--- src/rtl/cwl_pkg.sv ---
// Package: shared widths, selector codes and field positions for the
// serial control word loader. Assumes a frame whose two low bits select
// the destination and whose upper bits form the payload.
package cwl_pkg;
    localparam int FRAME_W = 24;
    localparam int SEL_W   = 2;
    localparam int PAY_W   = FRAME_W - SEL_W;
    localparam int NUM_REG = 1 << SEL_W;

    // Destination codes carried in the frame's low bits
    typedef enum logic [SEL_W-1:0] {
        DST_REF  = 2'd0,
        DST_CNT  = 2'd1,
        DST_FUNC = 2'd2,
        DST_INIT = 2'd3
    } dest_e;

    // Field positions inside the payload (payload bit = frame bit - 2)
    localparam int REF_RATIO_LSB = 0;
    localparam int REF_RATIO_W   = 14;
    localparam int ABW_LSB       = 14;
    localparam int ABW_W         = 2;
    localparam int LOCKP_BIT     = 18;
    localparam int SWA_LSB       = 0;
    localparam int SWA_W         = 6;
    localparam int MAINB_LSB     = 6;
    localparam int MAINB_W       = 13;
    localparam int MUX_LSB       = 4;
    localparam int MUX_W         = 3;
    localparam int PRESC_LSB     = 20;
    localparam int PRESC_W       = 2;

    typedef logic [PAY_W-1:0] payload_t;
endpackage

--- src/rtl/cwl_sync_edge.sv ---
// Module: multi-bit synchronizer with rising-edge detection.
// Each bit of async_i passes a STAGES-deep flop chain into the clk domain.
// rise_o pulses for one cycle when the synchronized level goes from 0 to 1.
// Assumes inputs hold each level for more than STAGES+1 clk cycles.
module cwl_sync_edge #(
    parameter int N      = 3,
    parameter int STAGES = 2
) (
    input  logic         clk,
    input  logic         rst_n,
    input  logic [N-1:0] async_i,
    output logic [N-1:0] level_o,
    output logic [N-1:0] rise_o
);
    logic [STAGES-1:0][N-1:0] pipe;
    logic [N-1:0]             last;
    logic                     past_ok;

    // First flop of the chain captures the raw inputs
    always_ff @(posedge clk) begin
        if (!rst_n) pipe[0] <= '0;
        else        pipe[0] <= async_i;
    end

    // Remaining stages of the chain
    genvar g;
    generate
        for (g = 1; g < STAGES; g++) begin : g_stage
            always_ff @(posedge clk) begin
                if (!rst_n) pipe[g] <= '0;
                else        pipe[g] <= pipe[g-1];
            end
        end
    endgenerate

    // Remembers the previous synchronized level for edge detection
    always_ff @(posedge clk) begin
        if (!rst_n) last <= '0;
        else        last <= pipe[STAGES-1];
    end

    assign level_o = pipe[STAGES-1];
    assign rise_o  = pipe[STAGES-1] & ~last;

    // Marks cycles after reset where history is valid
    always_ff @(posedge clk) begin
        if (!rst_n) past_ok <= 1'b0;
        else        past_ok <= 1'b1;
    end

    // a detected edge never lasts two cycles
    assert_single_pulse_R9: assert property (@(posedge clk) disable iff (!rst_n)
        past_ok && (|rise_o) |=> ((rise_o & $past(rise_o)) == '0));
endmodule

--- src/rtl/cwl_shifter.sv ---
// Module: frame shift register. On each shift strobe, the register moves up
// one place and the new data bit enters at bit 0, so the first bit of a frame
// ends at the top. Assumes shift_en is a single-cycle strobe.
module cwl_shifter #(
    parameter int WIDTH = 24
) (
    input  logic             clk,
    input  logic             rst_n,
    input  logic             shift_en,
    input  logic             din,
    output logic [WIDTH-1:0] frame_o
);
    logic [WIDTH-1:0] sr;
    logic             past_ok;

    // Shift one bit in at the low end, MSB of the frame arrives first
    always_ff @(posedge clk) begin
        if (!rst_n)        sr <= '0;
        else if (shift_en) sr <= {sr[WIDTH-2:0], din};
    end

    assign frame_o = sr;

    // Marks cycles after reset where history is valid
    always_ff @(posedge clk) begin
        if (!rst_n) past_ok <= 1'b0;
        else        past_ok <= 1'b1;
    end

    // each strobe moves the older bits up and appends the sampled bit
    assert_shift_order_R2: assert property (@(posedge clk) disable iff (!rst_n)
        past_ok && shift_en |=> (frame_o == {$past(frame_o[WIDTH-2:0]), $past(din)}));

    // with no strobe the register keeps its content
    assert_shift_hold_R8: assert property (@(posedge clk) disable iff (!rst_n)
        past_ok && !shift_en |=> $stable(frame_o));
endmodule

--- src/rtl/cwl_dest_regs.sv ---
// Module: destination register bank. On a load strobe, the frame's low bits
// select a register, and the upper bits are written into it. A write to the
// initialization slot also writes the function slot. Slot 0 resets to 1,
// and the others reset to 0. Assumes load is a single-cycle strobe.
module cwl_dest_regs
    import cwl_pkg::*;
#(
    parameter int FW = FRAME_W
) (
    input  logic                           clk,
    input  logic                           rst_n,
    input  logic                           load,
    input  logic [FW-1:0]                  frame_i,
    output logic [NUM_REG-1:0][PAY_W-1:0]  regs_o
);
    logic [SEL_W-1:0]   sel;
    payload_t           payload;
    logic [NUM_REG-1:0] we;
    logic               past_ok;

    assign sel     = frame_i[SEL_W-1:0];
    assign payload = frame_i[FW-1:SEL_W];

    genvar i;
    generate
        for (i = 0; i < NUM_REG; i++) begin : g_slot
            localparam payload_t RST_VAL = (i == int'(DST_REF)) ? payload_t'(1) : '0;
            // Write enable: direct address, plus the function slot mirroring init
            if (i == int'(DST_FUNC)) begin : g_mirror
                assign we[i] = load && ((sel == DST_FUNC) || (sel == DST_INIT));
            end else begin : g_plain
                assign we[i] = load && (sel == SEL_W'(i));
            end

            // Holds one configuration payload
            always_ff @(posedge clk) begin
                if (!rst_n)     regs_o[i] <= RST_VAL;
                else if (we[i]) regs_o[i] <= payload;
            end

            // without a load strobe the slot keeps its value
            assert_hold_no_load_R8: assert property (@(posedge clk) disable iff (!rst_n)
                past_ok && !load |=> $stable(regs_o[i]));
        end
    endgenerate

    // Marks cycles after reset where history is valid
    always_ff @(posedge clk) begin
        if (!rst_n) past_ok <= 1'b0;
        else        past_ok <= 1'b1;
    end

    // a reference write stores the frame's payload
    assert_ref_write_R3: assert property (@(posedge clk) disable iff (!rst_n)
        past_ok && load && (sel == DST_REF) |=> regs_o[DST_REF] == $past(payload));

    // an init write leaves function and init equal
    assert_init_mirror_R6: assert property (@(posedge clk) disable iff (!rst_n)
        past_ok && load && (sel == DST_INIT) |=> regs_o[DST_FUNC] == regs_o[DST_INIT]);

    // a counter write leaves the reference slot alone
    assert_untouched_ref_R7: assert property (@(posedge clk) disable iff (!rst_n)
        past_ok && load && (sel != DST_REF) |=> $stable(regs_o[DST_REF]));
endmodule

--- src/rtl/ctrl_word_loader.sv ---
// Module: top of the serial control word loader. Synchronizes the three
// serial wires, shifts frames on shift-clock rises, loads a destination
// register on latch rises and decodes the stored fields.
// Assumes the serial wires are slow compared with clk.
module ctrl_word_loader
    import cwl_pkg::*;
#(
    parameter int SYNC_STAGES = 2
) (
    input  logic                   clk,
    input  logic                   rst_n,
    input  logic                   ser_clk,
    input  logic                   ser_data,
    input  logic                   ser_latch,
    output logic [PAY_W-1:0]       ref_word,
    output logic [PAY_W-1:0]       cnt_word,
    output logic [PAY_W-1:0]       func_word,
    output logic [PAY_W-1:0]       init_word,
    output logic [REF_RATIO_W-1:0] ref_ratio,
    output logic [ABW_W-1:0]       abw_code,
    output logic                   lock_prec,
    output logic [SWA_W-1:0]       swallow_a,
    output logic [MAINB_W-1:0]     main_b,
    output logic [MUX_W-1:0]       mux_sel,
    output logic [PRESC_W-1:0]     presc_sel
);
    localparam int IDX_CLK = 0;
    localparam int IDX_DAT = 1;
    localparam int IDX_LAT = 2;

    logic [2:0]                    lvl;
    logic [2:0]                    rise;
    logic [FRAME_W-1:0]            frame;
    logic [NUM_REG-1:0][PAY_W-1:0] regs;

    cwl_sync_edge #(.N(3), .STAGES(SYNC_STAGES)) u_sync (
        .clk     (clk),
        .rst_n   (rst_n),
        .async_i ({ser_latch, ser_data, ser_clk}),
        .level_o (lvl),
        .rise_o  (rise)
    );

    cwl_shifter #(.WIDTH(FRAME_W)) u_shift (
        .clk      (clk),
        .rst_n    (rst_n),
        .shift_en (rise[IDX_CLK]),
        .din      (lvl[IDX_DAT]),
        .frame_o  (frame)
    );

    cwl_dest_regs #(.FW(FRAME_W)) u_regs (
        .clk     (clk),
        .rst_n   (rst_n),
        .load    (rise[IDX_LAT]),
        .frame_i (frame),
        .regs_o  (regs)
    );

    // Decode stored payloads into the fields that the synthesizer uses
    always_comb begin
        ref_word  = regs[DST_REF];
        cnt_word  = regs[DST_CNT];
        func_word = regs[DST_FUNC];
        init_word = regs[DST_INIT];
        ref_ratio = ref_word[REF_RATIO_LSB +: REF_RATIO_W];
        abw_code  = ref_word[ABW_LSB +: ABW_W];
        lock_prec = ref_word[LOCKP_BIT];
        swallow_a = cnt_word[SWA_LSB +: SWA_W];
        main_b    = cnt_word[MAINB_LSB +: MAINB_W];
        mux_sel   = func_word[MUX_LSB +: MUX_W];
        presc_sel = func_word[PRESC_LSB +: PRESC_W];
    end
endmodule

--- config.mk ---
export PLATFORM = sky130hd
export DESIGN_NAME = ctrl_word_loader
export DESIGN_NICKNAME = d
export VERILOG_FILES = /design/src/rtl/cwl_pkg.sv /design/src/rtl/cwl_sync_edge.sv /design/src/rtl/cwl_shifter.sv /design/src/rtl/cwl_dest_regs.sv /design/src/rtl/ctrl_word_loader.sv
export SDC_FILE = /design/constraint.sdc
export NUM_CORES = 1
export LEC_CHECK = 0
export BUFFER_PORTS_ARGS = -buffer_cell sky130_fd_sc_hd__buf_2
export CAP_MARGIN = 30
export CORE_MARGIN = 5
export CORE_UTILIZATION = 55
export DETAILED_ROUTE_END_ITERATION = 8
export PLACE_DENSITY = 0.85
export SLEW_MARGIN = 20
export SYNTH_ARGS = -nofsm -noshare
export SYNTH_HDL_FRONTEND = slang
export SYNTH_SLANG_ARGS = --single-unit
export TNS_END_PERCENT = 5
--- constraint.sdc ---
create_clock -name clk -period 4 [get_ports clk]
set_input_delay 0 -clock clk [delete_from_list [all_inputs] [get_ports clk]]
set_output_delay 0 -clock clk [all_outputs]
set_load 0.05 [all_outputs]
=== Word level (Yosys, flattened, before mapping) ===
Cells that the tools add are included.

* Memories kept: 0
* Output and inout port bits: 129
* Bits in read-only memories: 0
* Latch bits: 0
* RAM bits: 0
* Register bits: 121
* Word-level logic and storage cells: 19

* Bitwise operators: 2
* Multiply operators: 0
* Shift-type cells: 0
* Divide/modulo/power cells: 0
* $add $sub $neg: 0
* Mux-type cells: 0
* Order comparisons: 0
* Reductions and logical operators: 6
* Equal/unequal tests: 3

{| class="wikitable"
|+ Operators with widths
! operator !! number
|-
| $eq A2 B2 Y1 const B || 2
|-
| $logic_and A1 B1 Y1 || 4
|-
| $and A3 B3 Y3 || 1
|-
| $not A3 Y3 || 1
|-
| $eq A2 B1 Y1 const B || 1
|-
| $logic_not A2 Y1 || 1
|-
| $logic_or A1 B1 Y1 || 1
|}

=== Logic depth before layout (Yosys ltp) ===
* Depth after elaboration: 3
* Depth in mapped cells: 5
* Gate-level depth less buffers: 3

=== Cells and area by module ===
A second synthesis with hierarchy kept.

* Cell total of the unflattened synthesis: 483
* Area total of the unflattened synthesis: 4942.2 sq um

{| class="wikitable"
|+ By module, submodules not included
! module !! times used !! area an instance (sq um) !! cells an instance
|-
| cwl_dest_regs || 1 || 3427.0 || 341
|-
| cwl_shifter || 1 || 929.6 || 77
|-
| ctrl_word_loader || 1 || 307.8 || 41
|-
| cwl_sync_edge || 1 || 277.8 || 24
|}

=== Worst setup path after synthesis ===
OpenSTA, ideal clock, no wires.

* Path type: register to register
* From: register u_shift.sr[0] (netlist: u_shift.frame_o[0])
* To: register u_regs.regs_o[10] in the netlist's numbering
* Data required time: 3.884 ns
* Setup time: 0.116 ns
* Cell stages (with the launch flop): 6
* Period minus slack after synthesis: 1.377 ns
* Arrival: 1.261 ns
* Path slack: 2.623 ns
* Path buffers: 2
* Cell sequence: dfxtp_1 -> or4b_1 -> buf_2 -> buf_6 -> nand3_1 -> o21ai_2

* Word-level cells in the longest chain between the ends: 2

{| class="wikitable"
|+ RTL lines
! element !! RTL line !! source
|-
| start: declaration || cwl_shifter.sv:13 || <nowiki>logic [WIDTH-1:0] sr;</nowiki>
|-
| start signal: assignment || cwl_shifter.sv:19 || <nowiki>else if (shift_en) sr <= {sr[WIDTH-2:0], din};</nowiki>
|-
| $logic_not A2 Y1 || cwl_dest_regs.sv:32 || <nowiki>assign we[i] = load && (sel == SEL_W'(i));</nowiki>
|-
| $logic_and A1 B1 Y1 || cwl_dest_regs.sv:32 ||
|-
| end signal: indexed assignment || cwl_dest_regs.sv:38 || <nowiki>else if (we[i]) regs_o[i] <= payload;</nowiki>
|-
| end: declaration || cwl_dest_regs.sv:14 || <nowiki>output logic [NUM_REG-1:0][PAY_W-1:0] regs_o</nowiki>
|}

Every way passes these cells.
A chain may end at the register's enable or synchronous reset.

=== Worst setup path after layout ===
* From: register u_shift.sr[0] (netlist: u_shift.frame_o[0])
* To: register u_regs.regs_o[3] in the netlist's numbering

The elaborated chain is that of the path after synthesis.

==> summary.txt <==
DR WL met2 = 5464 um
Share of layout cells above drive strength 1 = 34.83%
Mapped Area = 4447 um^2
Row count = 32
Reg2reg start = u_shift.frame_o[0]
Synth Register Bits = 120
Die Y-Extent = 99.92 um
Layout fillers = 582
Storage element area = 2402 um^2
Post-route clock period utilization = 45.07%
Slew headroom = 42.49%
CTS root buffer = clkbuf_8
Routed wl met3 = 890 um
Seq/Total Area, Yosys = 54.02%
P&R area growth vs syn = 22.06%
CP Max Fanout = 43
Synth Instances = 485
Worst Path Required = 4380 ps
Multi-input logic area = 1556 um^2
Largest net degree at the start of global routing = 111
Longest Clk Path Bufs = 2
Clk slew on worst S/H paths = 60 ps
# H-tree levels = 4
Post-route ant nets = 0
Yosys warns = 0
RR Endpoint = u_regs.regs_o[3]
Synth cell types = 21
Clock latency on the worst-skew pair = 510 ps
GPL Wtd Cong = 0.8362
Class of the worst hold path = in -> reg
Final Hold Fails = 0
Final Skew = 7.244 ps
CP Launch Type = register
Port bufs = 133
Power per Cell Area = 491.4 nW/um^2
# IOs = 134
Crit path kind = reg -> reg
Initial core utilization = 56.96%
Remaining DRCs = 0
Routed WL = 11040 um
DR iter-0 viols = 259
R2R Setup Slk = 2200 ps
Via density = 5.456
Core area = 7807 um^2
Pre-Repair DR Iteration Count = 6
Max cap viols = 0
Critical path capture point type = register
Detailed-route wire length per cell = 16.19 um
Maximum VDD drop = 0.3067 mV
Via count = 3721
Setup bufs post-CTS = 0
RSZ-0062 raised after global routing = false
Syn nets = 490
WL met1 = 4467 um
Ant diodes = 0
Gr ovfl total = 0
Top sig layer = met4
Final setup vio count = 0
Vias in the first global route = 3368
Slew @ Worst Pin = 862.7 ps
DIE AREA = 9983 um^2
CTS tree = done
Final net count = 572
R2R cell count = 4
Critical Path AT = 2180 ps
Final min period = 1803 ps
First-pass GRT wire length = 16890 um
Setup crit end = u_regs.regs_o[3]
Critical path origin = u_shift.frame_o[0]
Hpwl dp = 7028 um
Antenna violations before repair = 0
Run status = finished clean
Final setup TNS = 0 ps
P_leak = 2.323 nW
CTS sink count = 120
Utilization after layout = 69.52%
Overall routing resource usage = 21.47%
Mean Syn Cell Area = 9.169 um^2
CTS Buf Count = 17
Final max-slew violation count = 0
Fmax = 0.5547 GHz
Die Span X = 99.92 um
how the worst min path moves through the flow:
stage / start / endpoint / slack (ps) / depth (start not counted)
after CTS: rst_n / u_regs.regs_o[0] / 80 / 2
final: ser_data / u_sync.pipe[1] / 230 / 3
after floorplan: ser_clk / u_sync.pipe[0] / 130 / 1
after global placement: ser_clk / u_sync.pipe[0] / 210 / 2
after global routing: ser_data / u_sync.pipe[1] / 240 / 3
after detailed placement: ser_clk / u_sync.pipe[0] / 210 / 2
state kept, by name (all words and copies together) (netlist names):
name	count
u_regs.regs_o	88
u_sync.last	2
u_sync.level_o	3
u_sync.pipe	3
u_shift.frame_o	24
through the flow:
step	cells	cell area (um^2)	setup slack, ps	power (mW)	hold WS [ps]
after floorplan	485	4447	2623	1.272	127.3
after detailed placement	644	4792	2187	1.277	212.5
final	682	5428	2197	2.667	231.3
after global placement	644	4792	2234	1.276	205.1
after CTS	679	5375	2160	2.670	79.22
after global routing	682	5428	2121	2.744	244.0
placed cells by master (no fill, tap or decap), drive strengths merged, types with 2 or more instances in the layout:
master       netlist  final
nand3             87     87
dlygate4sd3        0      4
clkinvlp           0      5
clkinv             0      6
nand2             71     71
o21ai             87     87
dfxtp            120    120
and2               8      8
buf               57    140
bufinv             0      2
a21boi            24     24
clkbuf            24     19
cell usage after synthesis:
cell	n	area share (%)
a21boi_0	24	4.1
and2_1	8	1.1
buf_1	8	0.68
buf_2	4	0.45
buf_4	41	6.9
buf_6	4	1.0
clkbuf_1	24	2.0
dfxtp_1	120	54
mux2i_1	1	0.23
nand2_1	71	6.0
nand2b_1	1	0.14
nand3_1	78	8.8
nand3_2	9	2.0
nand3b_1	1	0.17
nand4b_1	1	0.20
nand4bb_1	1	0.25
nor2b_1	1	0.14
o21ai_0	65	7.3
o21ai_1	1	0.11
o21ai_2	21	4.1
or4b_1	1	0.23
routing by layer:
layer	vias to the layer above	GRT usage (%)
met1	1743	25.41
met2	179	35.97
met5	-	0
li1	1774	-
met4	0	7.878
met3	25	7.505
worst max-delay path: stages, from the launching register on:
cell	delay, ps
dfxtp_1	360
or4b_2	680
buf_4	330
nand3_1	210
o21ai_2	80
cell type report:
cell class	instances	area share, %
Sequential cell	120	44.26
Multi-Input combinational cell	284	28.68
Timing Repair Buffer	144	14.52
Clock buffer	19	7.769
Clock inverter	13	2.420
Tap cell	102	2.351
report_power, final:
group	total [mW]	internal (mW)	switching (mW)
combinational	0.0555	0.0157	0.0398
clock	1.41	0.878	0.531
sequential	1.20	1.20	0.00257
cell families (layout without fill, tap and decap cells):
logic type | Yosys count | in the layout | synth area share, %
flip-flops | 120 | 120 | 54.02
AND/OR/NAND/NOR | 172 | 172 | 19.05
multiplexers | 1 | 1 | 0.2251
buffers and inverters | 81 | 176 | 11.09
AO/OA/AOI/OAI | 111 | 111 | 15.62
what timing repair did:
| item | 4_1_cts | 5_1_grt |
|---|---|---|
| gates resized for setup | 0 | 0 |
| hold buffers | 3 | 1 |
| hold endpoints to repair | 3 | 18 |
Power figures use the tool's default switching activity.
